--- config.mk ---
export PLATFORM = sky130hd
export DESIGN_NAME = bdp_acc_unit
export DESIGN_NICKNAME = d
export VERILOG_FILES = /design/src/rtl/bdp_pkg.sv /design/src/rtl/bdp_decode.sv /design/src/rtl/bdp_dot.sv /design/src/rtl/bdp_acc_bank.sv /design/src/rtl/bdp_acc_unit.sv
export SDC_FILE = /design/constraint.sdc
export NUM_CORES = 1
export LEC_CHECK = 0
export ABC_CLOCK_PERIOD_IN_PS = 6540
export BUFFER_PORTS_ARGS = -buffer_cell sky130_fd_sc_hd__buf_4
export CAP_MARGIN = 40
export CORE_UTILIZATION = 55
export CTS_BUF_LIST = sky130_fd_sc_hd__clkbuf_4 sky130_fd_sc_hd__clkbuf_8 sky130_fd_sc_hd__clkbuf_16
export DETAILED_ROUTE_END_ITERATION = 6
export PLACE_DENSITY = 0.8
export SLEW_MARGIN = 20
export SYNTH_ARGS = -nofsm -noshare
export SYNTH_HDL_FRONTEND = slang
export SYNTH_SLANG_ARGS = --single-unit
--- constraint.sdc ---
create_clock -name clk -period 6.54 [get_ports clk]
set_input_delay 0.327 -clock clk [delete_from_list [all_inputs] [get_ports clk]]
set_output_delay 0.327 -clock clk [all_outputs]
set_load 0.01 [all_outputs]
--- src/rtl/bdp_pkg.sv ---
package bdp_pkg;
    localparam int WORD_W   = 32;
    localparam int ACC_W    = 2 * WORD_W;
    localparam int HALF_W   = ACC_W / 2;
    localparam int NUM_ACC  = 4;
    localparam int SEL_W    = $clog2(NUM_ACC);
    localparam int IDX_W    = 5;

    localparam logic [5:0]  MAJOR_OP  = 6'b001000;
    localparam logic [13:0] MINOR_TAG = 14'b11_000_010_111_111;

    typedef logic [ACC_W-1:0] acc_word_t;

    typedef struct packed {
        logic             match;
        logic [IDX_W-1:0] idx_t;
        logic [IDX_W-1:0] idx_s;
        logic [SEL_W-1:0] acc_sel;
    } dec_t;

    typedef struct packed {
        acc_word_t [NUM_ACC-1:0] pair;
    } bank_t;

    typedef struct packed {
        logic exc_res;
        logic exc_off;
    } flag_t;
endpackage

--- src/rtl/bdp_decode.sv ---
module bdp_decode
    import bdp_pkg::*;
(
    input  logic [WORD_W-1:0] word,
    output dec_t              dec
);
    always_comb begin
        dec.match   = (word[31:26] == MAJOR_OP) && (word[13:0] == MINOR_TAG);
        dec.idx_t   = word[25:21];
        dec.idx_s   = word[20:16];
        dec.acc_sel = word[15:14];
    end
endmodule

--- src/rtl/bdp_dot.sv ---
module bdp_dot #(
    parameter int LANE_W = 8,
    parameter int LANES  = 2,
    parameter int IN_W   = 16,
    parameter int OUT_W  = 64
) (
    input  logic [IN_W-1:0]  a,
    input  logic [IN_W-1:0]  b,
    output logic [OUT_W-1:0] sum
);
    localparam int PROD_W = 2 * LANE_W;
    localparam int SUM_W  = PROD_W + $clog2(LANES) + 1;

    logic [LANES-1:0][PROD_W-1:0] prod;
    logic [SUM_W-1:0]             total;

    for (genvar g = 0; g < LANES; g++) begin : g_lane
        assign prod[g] = PROD_W'(a[g*LANE_W +: LANE_W]) * PROD_W'(b[g*LANE_W +: LANE_W]);
    end

    always_comb begin
        total = '0;
        for (int k = 0; k < LANES; k++) begin
            total = total + SUM_W'(prod[k]);
        end
    end

    assign sum = OUT_W'(total);
endmodule

--- src/rtl/bdp_acc_bank.sv ---
module bdp_acc_bank
    import bdp_pkg::*;
(
    input  logic              clk,
    input  logic              rst,
    input  logic              upd_en,
    input  logic [SEL_W-1:0]  upd_sel,
    input  acc_word_t         upd_val,
    input  logic              wr_en,
    input  logic [SEL_W-1:0]  wr_sel,
    input  logic              wr_hi,
    input  logic [HALF_W-1:0] wr_data,
    input  logic [SEL_W-1:0]  rd_sel,
    output logic [HALF_W-1:0] rd_hi,
    output logic [HALF_W-1:0] rd_lo,
    output logic [NUM_ACC*ACC_W-1:0] acc_flat
);
    bank_t st_d, st_q;

    always_comb begin
        st_d = st_q;
        if (upd_en) begin
            st_d.pair[upd_sel] = st_q.pair[upd_sel] + upd_val;
        end
        if (wr_en) begin
            if (wr_hi) begin
                st_d.pair[wr_sel][ACC_W-1:HALF_W] = wr_data;
            end else begin
                st_d.pair[wr_sel][HALF_W-1:0] = wr_data;
            end
        end
    end

    always_ff @(posedge clk) begin
        if (rst) begin
            st_q <= '0;
        end else begin
            st_q <= st_d;
        end
    end

    assign rd_hi    = st_q.pair[rd_sel][ACC_W-1:HALF_W];
    assign rd_lo    = st_q.pair[rd_sel][HALF_W-1:0];
    assign acc_flat = st_q;
endmodule

--- src/rtl/bdp_acc_unit.sv ---
module bdp_acc_unit
    import bdp_pkg::*;
#(
    parameter int LANE_W = 8,
    parameter int LANES  = 2
) (
    input  logic              clk,
    input  logic              rst,
    input  logic              instr_valid,
    input  logic [WORD_W-1:0] instr_word,
    input  logic              dsp_enable,
    input  logic [WORD_W-1:0] opnd_s_val,
    input  logic [WORD_W-1:0] opnd_t_val,
    output logic [IDX_W-1:0]  idx_s,
    output logic [IDX_W-1:0]  idx_t,
    input  logic              wr_en,
    input  logic [SEL_W-1:0]  wr_sel,
    input  logic              wr_hi,
    input  logic [HALF_W-1:0] wr_data,
    input  logic [SEL_W-1:0]  rd_sel,
    output logic [HALF_W-1:0] rd_hi,
    output logic [HALF_W-1:0] rd_lo,
    output logic              exc_reserved,
    output logic              exc_dsp_off
);
    localparam int USED_W = LANE_W * LANES;

    dec_t       dec;
    acc_word_t  addend;
    logic       fire;
    flag_t      flg_d, flg_q;
    logic [NUM_ACC*ACC_W-1:0] acc_flat;
    logic       unused_upper;

    bdp_decode u_dec (
        .word (instr_word),
        .dec  (dec)
    );

    bdp_dot #(
        .LANE_W (LANE_W),
        .LANES  (LANES),
        .IN_W   (USED_W),
        .OUT_W  (ACC_W)
    ) u_dot (
        .a   (opnd_s_val[USED_W-1:0]),
        .b   (opnd_t_val[USED_W-1:0]),
        .sum (addend)
    );

    assign unused_upper = ^{opnd_s_val[WORD_W-1:USED_W], opnd_t_val[WORD_W-1:USED_W]};

    assign fire = instr_valid && dec.match && dsp_enable;

    bdp_acc_bank u_bank (
        .clk      (clk),
        .rst      (rst),
        .upd_en   (fire),
        .upd_sel  (dec.acc_sel),
        .upd_val  (addend),
        .wr_en    (wr_en),
        .wr_sel   (wr_sel),
        .wr_hi    (wr_hi),
        .wr_data  (wr_data),
        .rd_sel   (rd_sel),
        .rd_hi    (rd_hi),
        .rd_lo    (rd_lo),
        .acc_flat (acc_flat)
    );

    always_comb begin
        flg_d         = '0;
        flg_d.exc_res = instr_valid && !dec.match;
        flg_d.exc_off = instr_valid && dec.match && !dsp_enable;
    end

    always_ff @(posedge clk) begin
        if (rst) begin
            flg_q <= '0;
        end else begin
            flg_q <= flg_d;
        end
    end

    assign idx_s        = dec.idx_s;
    assign idx_t        = dec.idx_t;
    assign exc_reserved = flg_q.exc_res;
    assign exc_dsp_off  = flg_q.exc_off;
endmodule

==> results of run 1 <==
## cell usage in the layout (no fill, tap or decap), types with 55 or more instances in the layout
cell type	netlist	final
nor2_1	291	291
nand2_1	285	284
dfxtp_1	258	258
buf_4	13	203
inv_1	149	149
mux4_2	127	127
o21ai_0	119	119
fa_1	112	112
o22ai_1	88	88
and2_1	84	84
ha_1	74	74
a21oi_1	69	69
nand3_1	56	55
## flip-flops by register name (all words and copies together) (netlist names)
| signal | count |
|---|---|
| exc_reserved | 1 |
| u_bank.acc_flat | 256 |
| exc_dsp_off | 1 |
## worst max-delay path, delay by kind of cell
kind,cells,cell delay [ns]
AOI/OAI and AO/OA,5,1.54
adders and majority gates,7,3.39
and+or+nand+nor,2,0.28
xor gates and xnor gates,1,0.40
buffers and inverters,5,0.68
## logic make-up (layout without fill, tap and decap cells)
group / after synthesis / after routing / synth area share
buffers and inverters: 340 / 408 / 0.0694
xor gates and xnor gates: 54 / 54 / 0.0237
AOI/OAI and AO/OA: 472 / 472 / 0.159
muxes: 138 / 138 / 0.147
adders and majority gates: 186 / 186 / 0.156
DFF: 258 / 258 / 0.255
other: 0 / 2 / 0
and+or+nand+nor: 844 / 844 / 0.189
## stage by stage
stage               setup TNS (ns)  setup slack [ns]  utilization  instance area [um2]  instances
floorplan                        0            0.0410            -                20300       2292
global placement                 0            0.0137        0.600                21600       2765
detailed placement          -0.108           -0.0361        0.602                21600       2770
CTS                              0             0.519        0.628                22500       2819
global route                     0             0.195        0.628                22600       2822
finish                           0             0.400        0.629                22600       2823
## how the worst max path moves through the flow
stage | startpoint | end | slack [ns] | cells past startpoint
after detailed placement | opnd_s_val[3] | u_bank.acc_flat[32]$_SDFF_PP0_ | -0.04 | 20
final | opnd_s_val[3] | u_bank.acc_flat[32]$_SDFF_PP0_ | 0.40 | 20
after floorplan | instr_word[15] | u_bank.acc_flat[148]$_SDFF_PP0_ | 0.04 | 27
after global routing | opnd_s_val[3] | u_bank.acc_flat[96]$_SDFF_PP0_ | 0.19 | 20
after CTS | opnd_s_val[3] | u_bank.acc_flat[32]$_SDFF_PP0_ | 0.52 | 20
after global placement | opnd_s_val[3] | u_bank.acc_flat[32]$_SDFF_PP0_ | 0.01 | 20
## final cells by class
| cell class | count | area [um2] | share of cell area |
|---|---|---|---|
| Antenna cell | 2 | 5.00 | 0.000222 |
| Clock inverter | 4 | 38.8 | 0.00172 |
| Timing Repair Buffer | 210 | 1650 | 0.0732 |
| Tap cell | 461 | 577 | 0.0256 |
| Sequential cell | 258 | 5160 | 0.229 |
| Inverter | 149 | 559 | 0.0248 |
| Clock buffer | 45 | 867 | 0.0384 |
| Multi-Input combinational cell | 1694 | 13700 | 0.607 |
## report_power, final
group / leakage (uW) / switching [uW] / total (uW) / internal (uW)
clock: 0.000461 / 673 / 1580 / 906
sequential: 0.00209 / 28.8 / 1640 / 1610
combinational: 0.00651 / 2140 / 3350 / 1220
total: 0.00906 / 2840 / 6570 / 3740
## per-layer routing
metal,track usage,part of all wire,vias up
met5,0,0,-
met4,0.176,0.053,0
met3,0.0957,0.14,319
met2,0.560,0.46,1539
met1,0.443,0.35,9228
li1,-,-,8187
==> flow_summary.toml, run 1 <==
[finish]
fillerInstances = 2864
final_nets = 2664
syn2layout_area_growth_pct = 11.4
drive_gt1_frac = 0.184

[cts]
clock_sinks = 258
htreeDepth = 1
postCtsSetupBuffers = 0
ctsResizeCount = 0
cts_buffers = 27
clk_path_buf_depth = 3
cts.reportedPaths.clkPinSlew_ns = 0.06
cts_tree = "done"
hold_buffers = 0
clk_latency_ns = 0.57
cts-root-buf = "clkbuf_16"

[floorplanning]
start_util = 0.564
std_cell_rows = 69
fp.dieH_um = 194
die_x_um = 194
die_area_mm2 = 0.0376
core_area_mm2 = 0.0359
ios = 214

[routing]
drt_iter0_markers = 2773
num_vias = 19300
drcViolationCount = 21
drtPass1Iterations = 7
viasPerCell = 6.83
postRouteAntennaNets = 0
routedWlPerCell_um = 23.9
wirelength_um = 67400

[synth]
synth_edf_count = 0
synthCells = 2292
netlist_top_cells_count = "291 x nor2_1, 285 x nand2_1, 258 x dfxtp_1"
yosys.area.top_type_share = 0.255
ys_seq_area_frac = 0.255
synthTopCellsByArea = "dfxtp_1 25%, mux4_2 14%, fa_1 11%"
synth_area_leader_cell = "dfxtp_1"
synthFlopType = "dfxtp_1"
ys_ff_latch = 258
postSynthAreaPerCell_um2 = 8.84
synthDistinctLibCells = 68
post-synth-top-count-cell = "nor2_1"
mappedNetlistArea_mm2 = 0.0203
yosysWarnings = 0
synthArstFlopShare = 0
synth_fp_nets = 2616

[global_route]
grt_usage = 0.352
grt_pass1_wl_um = 104000
grt-ovfl-total = 0
grt_antenna_before_repair = 2
grt_pass1_vias = 19300
grt_max_degree = 77

[hold_path]
hold_depth = 2
hold_start = "dsp_enable"
hold_class = "in -> reg"
min_to = "exc_dsp_off$_SDFF_PP0_"

[placement]
gp_congestion = 0.959
numPortBuffers = 161
dp_hpwl_um = 44900

[critical_path]
cpMostUsedCell = "fa_1"
crit_arrival_ns = 6.62
worst_ep_required_time_ns = 7.02
path_class = "in -> reg"
r2r_start = "u_bank.acc_flat[196]$_SDFF_PP0_"
cp-start-kind = "input port"
rrSetupSlack_ns = 0.52
crit_fanout = 13
cpMaxStageDelayCell = "a2111oi_1"
cp-end-kind = "flip-flop"
rr_endpoint = "u_bank.acc_flat[32]$_SDFF_PP0_"
cp_cell_sequence = "buf_4, and2_1, fa_1, inv_1, fa_1, fa_1, inv_1, fa_1, fa_1, fa_1, ha_1, o2111ai_1, a2111oi_1, buf_4, o31ai_4, buf_12, a2111oi_2, xor2_1, nor2_1, o32ai_1"
slowest_delay_ns = 0.66
r2r_cells = 18

[sta]
fmax_mhz = 163
skew_ns = 0.0333
finalSetupViolCount = 0
rsz0062_at_grt = "no"
worst_pin_slew_ns = 0.895
finalCriticalPeriod_ns = 6.14
slew_viol_final = 0
post-route-period-util = 0.939
hold_viol_final = 0
holdWs_ns = 0.0331
relSlewSlack = 0.403

[status]
status = "finished, violations left"
violations = "design-rule violations"

[pwr]
vdd_ir_drop_max_uv = 480
p_per_area_mw_per_mm2 = 291
power.leakage_uw = 0.00906
total_power_uw = 6570

[run]
max_cap_violations = 0
No activity file was read; power rests on OpenSTA's default activity.
==> run 2: changes to the inputs <==
--- a/config.mk
+++ b/config.mk
@@ -5,13 +5,13 @@
 export SDC_FILE = /design/constraint.sdc
 export NUM_CORES = 1
 export LEC_CHECK = 0
-export ABC_CLOCK_PERIOD_IN_PS = 6540
+export ABC_CLOCK_PERIOD_IN_PS = 6580
 export BUFFER_PORTS_ARGS = -buffer_cell sky130_fd_sc_hd__buf_4
 export CAP_MARGIN = 40
 export CORE_UTILIZATION = 55
 export CTS_BUF_LIST = sky130_fd_sc_hd__clkbuf_4 sky130_fd_sc_hd__clkbuf_8 sky130_fd_sc_hd__clkbuf_16
 export DETAILED_ROUTE_END_ITERATION = 6
-export PLACE_DENSITY = 0.8
+export PLACE_DENSITY = 0.77
 export SLEW_MARGIN = 20
 export SYNTH_ARGS = -nofsm -noshare
 export SYNTH_HDL_FRONTEND = slang
==> constraint.sdc (replaced) <==
create_clock -name clk -period 6.58 [get_ports clk]
set_input_delay 0.329 -clock clk [delete_from_list [all_inputs] [get_ports clk]]
set_output_delay 0.329 -clock clk [all_outputs]
set_load 0.01 [all_outputs]
==> flow_summary.toml, run 2 (synthesis results as in run 1) <==
[placement]
gp_congestion = 0.907
numPortBuffers = 161
place_area_mm2 = 0.0217
dp_hpwl_um = 44200

[critical_path]
cpMaxStageDelayCell = "fa_1"
cp_cell_sequence = "buf_4, nand2_1, fa_1, fa_1, inv_1, fa_1, fa_1, fa_1, inv_1, fa_1, inv_1, ha_1, o2111ai_1, a2111oi_1, buf_4, o31ai_4, buf_12, a2111oi_2, xor2_1, nor2_1, o32ai_1"
worst_ep_required_time_ns = 7.05
crit_buf_inv = 6
cp-start-kind = "input port"
cp-end-kind = "flip-flop"
slowest_delay_ns = 0.55
path_class = "in -> reg"
cp_top_family = "adder cells"
crit_fanout = 22
cpMostUsedCell = "fa_1"
crit_arrival_ns = 6.42

[sta]
skew_ns = 0.0239
finalSetupViolCount = 0
rsz0062_at_grt = "no"
post-route-period-util = 0.905
slew_viol_final = 0
finalSetupTns_ns = 0
hold_viol_final = 0
finalCriticalPeriod_ns = 5.95
worst_pin_slew_ns = 0.867
relSlewSlack = 0.420
fmax_mhz = 168

[finish]
final_cell_area_mm2 = 0.0226
final_nets = 2663
drive_gt1_frac = 0.182
layout_common_cells = "291 x nor2_1, 285 x nand2_1, 258 x dfxtp_1"
largest_reg_flops = 256
syn2layout_area_growth_pct = 11.3
layout_commonest_cell = "nor2_1"

[routing]
drt_iter0_markers = 2659
routedWlPerCell_um = 23.9
viasPerCell = 6.81
drtPass1Iterations = 7
num_vias = 19200
drcViolationCount = 1
postRouteAntennaNets = 0
wirelength_um = 67400

[status]
violations = "design-rule violations"
status = "finished, violations left"

[cts]
cts_buffers = 28
postCtsSetupBuffers = 0
clock_sinks = 258
clk_latency_ns = 0.57
ctsResizeCount = 0
hold_buffers = 0
htreeDepth = 1
clk_path_buf_depth = 3
cts_tree = "done"
cts.reportedPaths.clkPinSlew_ns = 0.06
cts-root-buf = "clkbuf_16"

[global_route]
grt_antenna_before_repair = 2
grt_pass1_wl_um = 106000
grt_usage = 0.356
grt_max_degree = 77
grt_pass1_vias = 19200
grt-ovfl-total = 0

[floorplanning]
std_cell_rows = 69
fp.dieH_um = 194
ios = 214
start_util = 0.564
core_area_mm2 = 0.0359
die_area_mm2 = 0.0376
die_x_um = 194

[pwr]
power_switching_uw = 2750
p_sw_frac = 0.427
vdd_ir_drop_max_uv = 494
total_power_uw = 6450
p_int_uw = 3700
p_comb_frac = 0.502
clkPwrFrac = 0.245
pwr-share-seq = 0.253
p_per_area_mw_per_mm2 = 286
power.leakage_uw = 0.00904

[hold_path]
hold_class = "in -> reg"

[run]
max_cap_violations = 0
run 2: layout make-up:
type	instances	area, um2
flip-flops and latches	258	5160
repair buffers	208	1650
diodes	1	2.50
well taps	461	577
inverters	149	559
fillers	2959	13400
multi-input cells	1694	13700
clock buffers	39	815
clock inverters	8	81.3
run 2: path summary, 6_finish.rpt:
kind / slack [ns] / start / cells after the start / to
hold / removal: 0.02 / dsp_enable / 2 / exc_dsp_off$_SDFF_PP0_
setup reg to reg: 0.68 / u_bank.acc_flat[196]$_SDFF_PP0_ / 18 / u_bank.acc_flat[96]$_SDFF_PP0_
setup / recovery: 0.63 / opnd_s_val[5] / 21 / u_bank.acc_flat[96]$_SDFF_PP0_
hold reg to reg: 0.49 / u_bank.acc_flat[201]$_SDFF_PP0_ / 2 / u_bank.acc_flat[201]$_SDFF_PP0_
run 2: through the flow:
step           hold slack (ns)  utilization  instances  setup slack (ns)
3_3_place_gp             0.471        0.600       2765             0.220
2_1_floorplan            0.447            -       2292            0.0180
3_5_place_dp             0.484        0.603       2770             0.120
6_report                0.0220        0.628       2818             0.628
4_1_cts                 0.0210        0.628       2817             0.658
5_1_grt                 0.0474        0.628       2818             0.326
run 2: layer usage:
metal | track usage | wire length (um) | up-vias
li1 | - | - | 8184
met1 | 0.465 | 23700 | 9135
met2 | 0.552 | 30200 | 1546
met3 | 0.0847 | 9850 | 320
met4 | 0.179 | 3560 | 2
met5 | 0 | 10 | -
run 2: power by group through the flow:
stage | Clock (uW) | Combinational (uW) | Sequential, uW
after global placement | 0 | 3080 | 1660
after CTS | 1580 | 3180 | 1630
after floorplan | 0 | 2330 | 1660
final | 1580 | 3230 | 1630
after detailed placement | 0 | 3150 | 1660
after global routing | 1640 | 3590 | 1630
